`src/rtl/ijs_pkg.sv`:
```
// Package: shared state encoding for the indirect jump sequencer.
// Assumes: one state per bus cycle of the jump.
package ijs_pkg;
    typedef enum logic [2:0] {
        ST_IDLE,
        ST_PTR_LO,
        ST_PTR_HI,
        ST_TGT_LO,
        ST_GAP,
        ST_TGT_HI,
        ST_DONE
    } ijs_state_t;
endpackage

```
`src/rtl/ijs_hi_addr.sv`:
```
// Module: ijs_hi_addr
// Forms the address of the target high byte from the pointer.
// carry_en=0 increments only the low byte, so the read wraps within the page.
// carry_en=1 increments the whole pointer, so the carry reaches the page byte.
// Assumes: the pointer bytes are stable while the result is used.
module ijs_hi_addr #(
    parameter int DW = 8
) (
    input  logic [DW-1:0]   ptr_lo,
    input  logic [DW-1:0]   ptr_hi,
    input  logic            carry_en,
    output logic [2*DW-1:0] hi_addr
);
    localparam int AW = 2 * DW;

    logic [AW-1:0] full_inc;
    logic [DW-1:0] lo_inc;

    // Both candidate increments are computed; the mode selects one.
    always_comb begin
        full_inc = {ptr_hi, ptr_lo} + AW'(1);
        lo_inc   = ptr_lo + DW'(1);
        hi_addr  = carry_en ? full_inc : {ptr_hi, lo_inc};
    end
endmodule

```
`src/rtl/ijs_cycle_ctr.sv`:
```
// Module: ijs_cycle_ctr
// Counts the bus cycles of one jump. load sets the count to 1, which
// counts the opcode cycle; inc adds one for each later cycle.
// Assumes: load and inc are never high together.
module ijs_cycle_ctr #(
    parameter int CW = 4
) (
    input  logic          clk,
    input  logic          rst_n,
    input  logic          load,
    input  logic          inc,
    output logic [CW-1:0] count
);
    // Count register with synchronous active-low reset.
    always_ff @(posedge clk) begin
        if (!rst_n)    count <= '0;
        else if (load) count <= CW'(1);
        else if (inc)  count <= count + CW'(1);
    end
endmodule

```
`src/rtl/ind_jump_seq.sv`:
```
// Module: ind_jump_seq
// Bus-master sequencer for an indirect jump. It reads the pointer at pc+1
// and pc+2, then reads the target low and high bytes through the pointer.
// It pulses done with the new PC and the cycle count.
// Assumes: a synchronous memory whose data is valid one clock after the
// address; the start cycle is the opcode cycle.
module ind_jump_seq
    import ijs_pkg::*;
#(
    parameter int DW = 8,
    parameter int CW = 4
) (
    input  logic            clk,
    input  logic            rst_n,
    input  logic            start_i,
    input  logic            mode_fix_i,
    input  logic [2*DW-1:0] pc_i,
    output logic [2*DW-1:0] mem_addr_o,
    output logic            mem_rd_o,
    input  logic [DW-1:0]   mem_data_i,
    output logic            busy_o,
    output logic            done_o,
    output logic [2*DW-1:0] pc_new_o,
    output logic [CW-1:0]   cyc_cnt_o
);
    localparam int AW = 2 * DW;
    localparam logic [CW-1:0] CNT_WRAP = CW'(5);
    localparam logic [CW-1:0] CNT_FIX  = CW'(6);

    ijs_state_t    state, state_nx;
    logic [AW-1:0] pc_q, last_pc_q, hi_addr;
    logic [DW-1:0] ptr_lo_q, ptr_hi_q, tgt_lo_q;
    logic          mode_q, accept;

    assign busy_o = (state != ST_IDLE);
    assign done_o = (state == ST_DONE);
    assign accept = start_i && !busy_o;

    ijs_hi_addr #(.DW(DW)) u_hi_addr (
        .ptr_lo   (ptr_lo_q),
        .ptr_hi   (ptr_hi_q),
        .carry_en (mode_q),
        .hi_addr  (hi_addr)
    );

    ijs_cycle_ctr #(.CW(CW)) u_ctr (
        .clk   (clk),
        .rst_n (rst_n),
        .load  (accept),
        .inc   (busy_o && !done_o),
        .count (cyc_cnt_o)
    );

    // Next-state logic: one state per bus cycle.
    always_comb begin
        state_nx = state;
        case (state)
            ST_IDLE:   if (accept) state_nx = ST_PTR_LO;
            ST_PTR_LO: state_nx = ST_PTR_HI;
            ST_PTR_HI: state_nx = ST_TGT_LO;
            ST_TGT_LO: state_nx = mode_q ? ST_GAP : ST_TGT_HI;
            ST_GAP:    state_nx = ST_TGT_HI;
            ST_TGT_HI: state_nx = ST_DONE;
            default:   state_nx = ST_IDLE;
        endcase
    end

    // Bus outputs; the target low address takes the pointer high byte
    // straight from the read data that arrives in this cycle.
    always_comb begin
        mem_addr_o = '0;
        mem_rd_o   = 1'b0;
        case (state)
            ST_PTR_LO: begin mem_addr_o = pc_q + AW'(1); mem_rd_o = 1'b1; end
            ST_PTR_HI: begin mem_addr_o = pc_q + AW'(2); mem_rd_o = 1'b1; end
            ST_TGT_LO: begin mem_addr_o = {mem_data_i, ptr_lo_q}; mem_rd_o = 1'b1; end
            ST_GAP:    mem_addr_o = hi_addr;
            ST_TGT_HI: begin mem_addr_o = hi_addr; mem_rd_o = 1'b1; end
            ST_DONE:   mem_addr_o = hi_addr;
            default:   mem_addr_o = '0;
        endcase
    end

    assign pc_new_o = done_o ? {mem_data_i, tgt_lo_q} : last_pc_q;

    // State register, start capture and read-data capture.
    always_ff @(posedge clk) begin
        if (!rst_n) begin
            state     <= ST_IDLE;
            pc_q      <= '0;
            mode_q    <= 1'b0;
            ptr_lo_q  <= '0;
            ptr_hi_q  <= '0;
            tgt_lo_q  <= '0;
            last_pc_q <= '0;
        end else begin
            state <= state_nx;
            if (accept) begin
                pc_q   <= pc_i;
                mode_q <= mode_fix_i;
            end
            case (state)
                ST_PTR_HI: ptr_lo_q <= mem_data_i;
                ST_TGT_LO: ptr_hi_q <= mem_data_i;
                ST_GAP:    tgt_lo_q <= mem_data_i;
                ST_TGT_HI: if (!mode_q) tgt_lo_q <= mem_data_i;
                ST_DONE:   last_pc_q <= {mem_data_i, tgt_lo_q};
                default:   ;
            endcase
        end
    end

    // ---------------- assertions ----------------
    assert_ptr_adjacent_R2: assert property (@(posedge clk) disable iff (!rst_n)
        (state == ST_PTR_HI) |-> (mem_addr_o == $past(mem_addr_o) + AW'(1)));

    assert_wrap_same_page_R4: assert property (@(posedge clk) disable iff (!rst_n)
        (state == ST_TGT_HI && !mode_q) |->
        (mem_addr_o[AW-1:DW] == $past(mem_addr_o[AW-1:DW]) &&
         mem_addr_o[DW-1:0] == DW'($past(mem_addr_o[DW-1:0]) + DW'(1))));

    assert_carry_next_R5: assert property (@(posedge clk) disable iff (!rst_n)
        (state == ST_TGT_HI && mode_q) |-> (mem_addr_o == $past(mem_addr_o, 2) + AW'(1)));

    assert_count_matches_mode_R6: assert property (@(posedge clk) disable iff (!rst_n)
        done_o |-> (cyc_cnt_o == (mode_q ? CNT_FIX : CNT_WRAP)));

    assert_gap_silent_R7: assert property (@(posedge clk) disable iff (!rst_n)
        (state == ST_GAP) |-> (!mem_rd_o && mode_q));

    assert_done_single_R8: assert property (@(posedge clk) disable iff (!rst_n)
        done_o |=> !done_o);

    assert_busy_start_ignored_R9: assert property (@(posedge clk) disable iff (!rst_n)
        (busy_o && start_i) |=> (state != ST_PTR_LO));

    assert_mode_held_R10: assert property (@(posedge clk) disable iff (!rst_n)
        (busy_o && $past(busy_o)) |-> $stable(mode_q));

    assert_rd_only_busy_R11: assert property (@(posedge clk) disable iff (!rst_n)
        mem_rd_o |-> busy_o);
endmodule

```
`config.mk`:
```
export PLATFORM = sky130hd
export DESIGN_NAME = ind_jump_seq
export DESIGN_NICKNAME = d
export VERILOG_FILES = /design/src/rtl/ijs_pkg.sv /design/src/rtl/ijs_hi_addr.sv /design/src/rtl/ijs_cycle_ctr.sv /design/src/rtl/ind_jump_seq.sv
export SDC_FILE = /design/constraint.sdc
export NUM_CORES = 1
export LEC_CHECK = 0
export ABC_AREA = 0
export BUFFER_PORTS_ARGS = -buffer_cell sky130_fd_sc_hd__clkbuf_2
export CAP_MARGIN = 20
export CORE_MARGIN = 2
export CORE_UTILIZATION = 45
export DETAILED_ROUTE_END_ITERATION = 12
export GPL_ROUTABILITY_DRIVEN = 1
export PLACE_DENSITY = 0.65
export SLEW_MARGIN = 20
export SYNTH_ARGS = -nofsm -noshare
export SYNTH_HDL_FRONTEND = slang
export SYNTH_HIERARCHICAL = 1
export SYNTH_SLANG_ARGS = --single-unit
```
`constraint.sdc`:
```
create_clock -name clk -period 2.02 [get_ports clk]
set_input_delay 0.303 -clock clk [delete_from_list [all_inputs] [get_ports clk]]
set_output_delay 0.303 -clock clk [all_outputs]
set_load 0.01 [all_outputs]
```
==> out/summary.txt <==
Status: finished with violations
Violated checks: negative setup slack
Placer congestion estimate: 0.974
Die area: 8930 sq um
Mapped Nets: 465
Power Density: 589 nW/um^2
Hold slack final: 0.163 ns
Asr flop ratio synth: 0%
Fmax: 439 MHz
First-pass GRT wire length: 18600 um
Count of final setup violators: 31
Vias in the first global route: 3717
Final hold violation count: 0
Post-synthesis cell area: 3680 sq um
FILL cells: 635
Clk sinks: 64
Synth area leader: dfxtp_1
Die width: 94.5 um
Initial cell density of the core: 46.9%
Core area: 7850 sq um
Drt total wl: 12000 um
Layout cells sized above 1: 47.2%
Worst setup EP type: primary output
Cell count after synthesis: 432
Initial drt markers: 255
Vias per inst: 5.65
Synth Area per Inst: 8.53 sq um
CTS Buf Count: 9
Port bufs: 66
Final min period: 2.28 ns
Critical setup path kind: flop to primary output
Final #Nets: 598
Slew Viols, Final: 0
Commonest non-fill, non-tap cells in the layout: nand2_1 (83), buf_4 (55), dfxtp_1 (47)
Req. time, crit path: 1.72 ns
Synth top area share: 34.8%
Combinational share of power: 24.4%
RSZ-0062 raised after global routing: yes
CTS tree: done
CTS Buffer Depth: 2
Root buffer cell: clkbuf_8
Internal: 0.00217 W
#FFs+latches synth: 64
Cts hold-fix bufs: 0
DRT antenna net count: 0
Slew @ Worst Pin: 0.487 ns
Clk_skew: 0.0127 ns
CP arrival: 1.98 ns
Post-synth EDFFs: 0
Hold Path Class: primary input to flop
Total of max-cap violations: 0
Hpwl dp: 7540 um
Die Span Y: 94.5 um
Synth Flop Type: dfxtp_1
Cell Area, Placed: 4410 sq um
DRC Markers: 0
Site Rows: 32
Top cells by area, synth: dfxtp_1 (35%), nand2_1 (8.7%), mux2_2 (5.2%), a21boi_0 (4.9%), xor2_1 (2.9%)
Pleak: 2.41 nW
Tcrit/Tclk final: 113%
Sequential fraction of the synthesis area: 34.8%
Yosys warns: 6
DR WL/cell: 17.9 um
Final Cell Area: 5430 sq um
Drt pass-1 iters: 5
Largest net degree at the start of global routing: 46
Clk pin slew, worst setup/hold paths: 0.09 ns
Boundary pin count: 67
Critical Path Start Type: flop
Crit-path max FO: 5
Clk_lat worst skew: 0.36 ns
Reg2reg setup slack: 0.13 ns
Unique masters post-synth: 67
Fin worst setup slack: -0.258 ns
Reg power frac: 43.1%
Area Growth Syn to Fin: 47.4%
Total grt overflow: 0
H-tree depth: 3
GRT Resource Usage Total: 27.3%
Routed via count: 3794
Slew headroom: 67.5%
Net Sw Frac: 32.1%
Initial antenna violation count: 0
Diodes inserted: 0
Most common cell after layout, fill and taps aside: nand2_1
P_sw: 0.00103 W
Clock group share of total power: 32.5%
Maximum vdd drop: 0.000427 V
==> Yosys cell counts (2+ instances only) <==
master    count
inv_1         9
dfxtp_1      64
and2_4        2
o31ai_1       2
a21o_1        2
buf_6         4
nor3_1        2
o211ai_1      2
and4_1        5
ha_1          5
nand3b_1      2
buf_2         7
nor2_1       15
nand3_1       9
o21ai_0      11
and2_1       16
nand2_2       2
xnor2_1       9
nand2b_1      3
mux2i_1      10
o311ai_1      2
clkbuf_1      9
mux2_2       17
a21boi_0     24
nand2_1      85
a221o_1       2
a21boi_1     11
a31oi_1       4
a22oi_1      10
and3_1        2
nand4_1      10
a21oi_1      14
and4_4        2
xor2_1       12
nor2b_1       9
a221oi_1      2
or3b_1        3
buf_4         4
==> state kept, by name (all words and copies together), names as in the netlist <==
name	cells
last_pc_q	16
pc_q	16
ptr_hi_q	8
ptr_lo_q	8
tgt_lo_q	8
u_ctr/count	4
state	3
mode_q	1
==> final timing paths <==
| path | startpoint | end | depth (start not counted) |
|---|---|---|---|
| worst max-delay path | ptr_lo_q[1] | mem_addr_o[9] | 8 |
| worst min-delay path | pc_i[6] | pc_q[6] | 3 |
| worst max register to register | state[1] | u_ctr/count[3] | 10 |
| worst min register to register | ptr_hi_q[7] | ptr_hi_q[7] | 2 |
==> cell families after synthesis <==
kind of cell	Yosys count	synth area share [%]
and+or+nand+nor	181	26.3
AOI/OAI and AO/OA	97	18.4
DFF	64	34.8
buffers and inverters	36	5.43
muxes	27	7.91
xor gates and xnor gates	22	5.43
adders and majority gates	5	1.70
==> stage by stage <==
stage	setup slack [ns]	TNS [ns]	power, W	utilization (%)	cells
finish	-0.258	-3.49	0.00320	69.2	672
global placement	0.00652	0	0.00197	56.2	628
global route	-0.334	-5.14	0.00332	69.2	672
detailed placement	0.00465	0	0.00198	56.2	628
CTS	-0.221	-4.26	0.00313	65.9	668
floorplan	0.209	0	0.00172	-	432
==> what timing repair did <==
| action | in CTS | in global routing |
|---|---|---|
| resized for setup | 93 | 92 |
| buffers inserted | 20 | 9 |
| endpoints found under the setup margin | 32 | 32 |
| pin swaps | 33 | 26 |
| cloned | 4 | 0 |
==> cell type report <==
| cell class | count | area [sq um] | share of cell area, % |
|---|---|---|---|
| sequential | 64 | 1320 | 24.4 |
| timing repair buffer | 146 | 1170 | 21.5 |
| multi-input combinational | 334 | 2590 | 47.8 |
| clock buffer | 10 | 138 | 2.53 |
| tap | 102 | 128 | 2.35 |
| inverter | 10 | 37.5 | 0.691 |
| clock inverter | 6 | 43.8 | 0.806 |
==> worst max-delay path, stage by stage (launching register included) <==
cell and delay, ns:
dfxtp_4 0.38, buf_6 0.10, nand3_4 0.08, nor3_4 0.29
and4_4 0.29, xor2_2 0.11, nand2_1 0.06, o211ai_1 0.12
buf_2 0.18
==> power by group through the flow <==
stage                     clock network, W  registers, W  logic (W)
after floorplan                          0       0.00140   0.000318
after global placement                   0       0.00139   0.000572
after detailed placement                 0       0.00140   0.000579
after CTS                          0.00105       0.00137   0.000710
after global routing               0.00110       0.00139   0.000834
final                              0.00104       0.00138   0.000780
==> routing by layer <==
layer / global-route usage, % / part of all wire, % / vias up
li1: - / - / 1785
met1: 34.8 / 43 / 1848
met2: 45.5 / 50 / 142
met3: 5.91 / 5.0 / 19
met4: 10.0 / 1.7 / 0
met5: 0 / 0 / -
(Power assumes the default switching activity.)
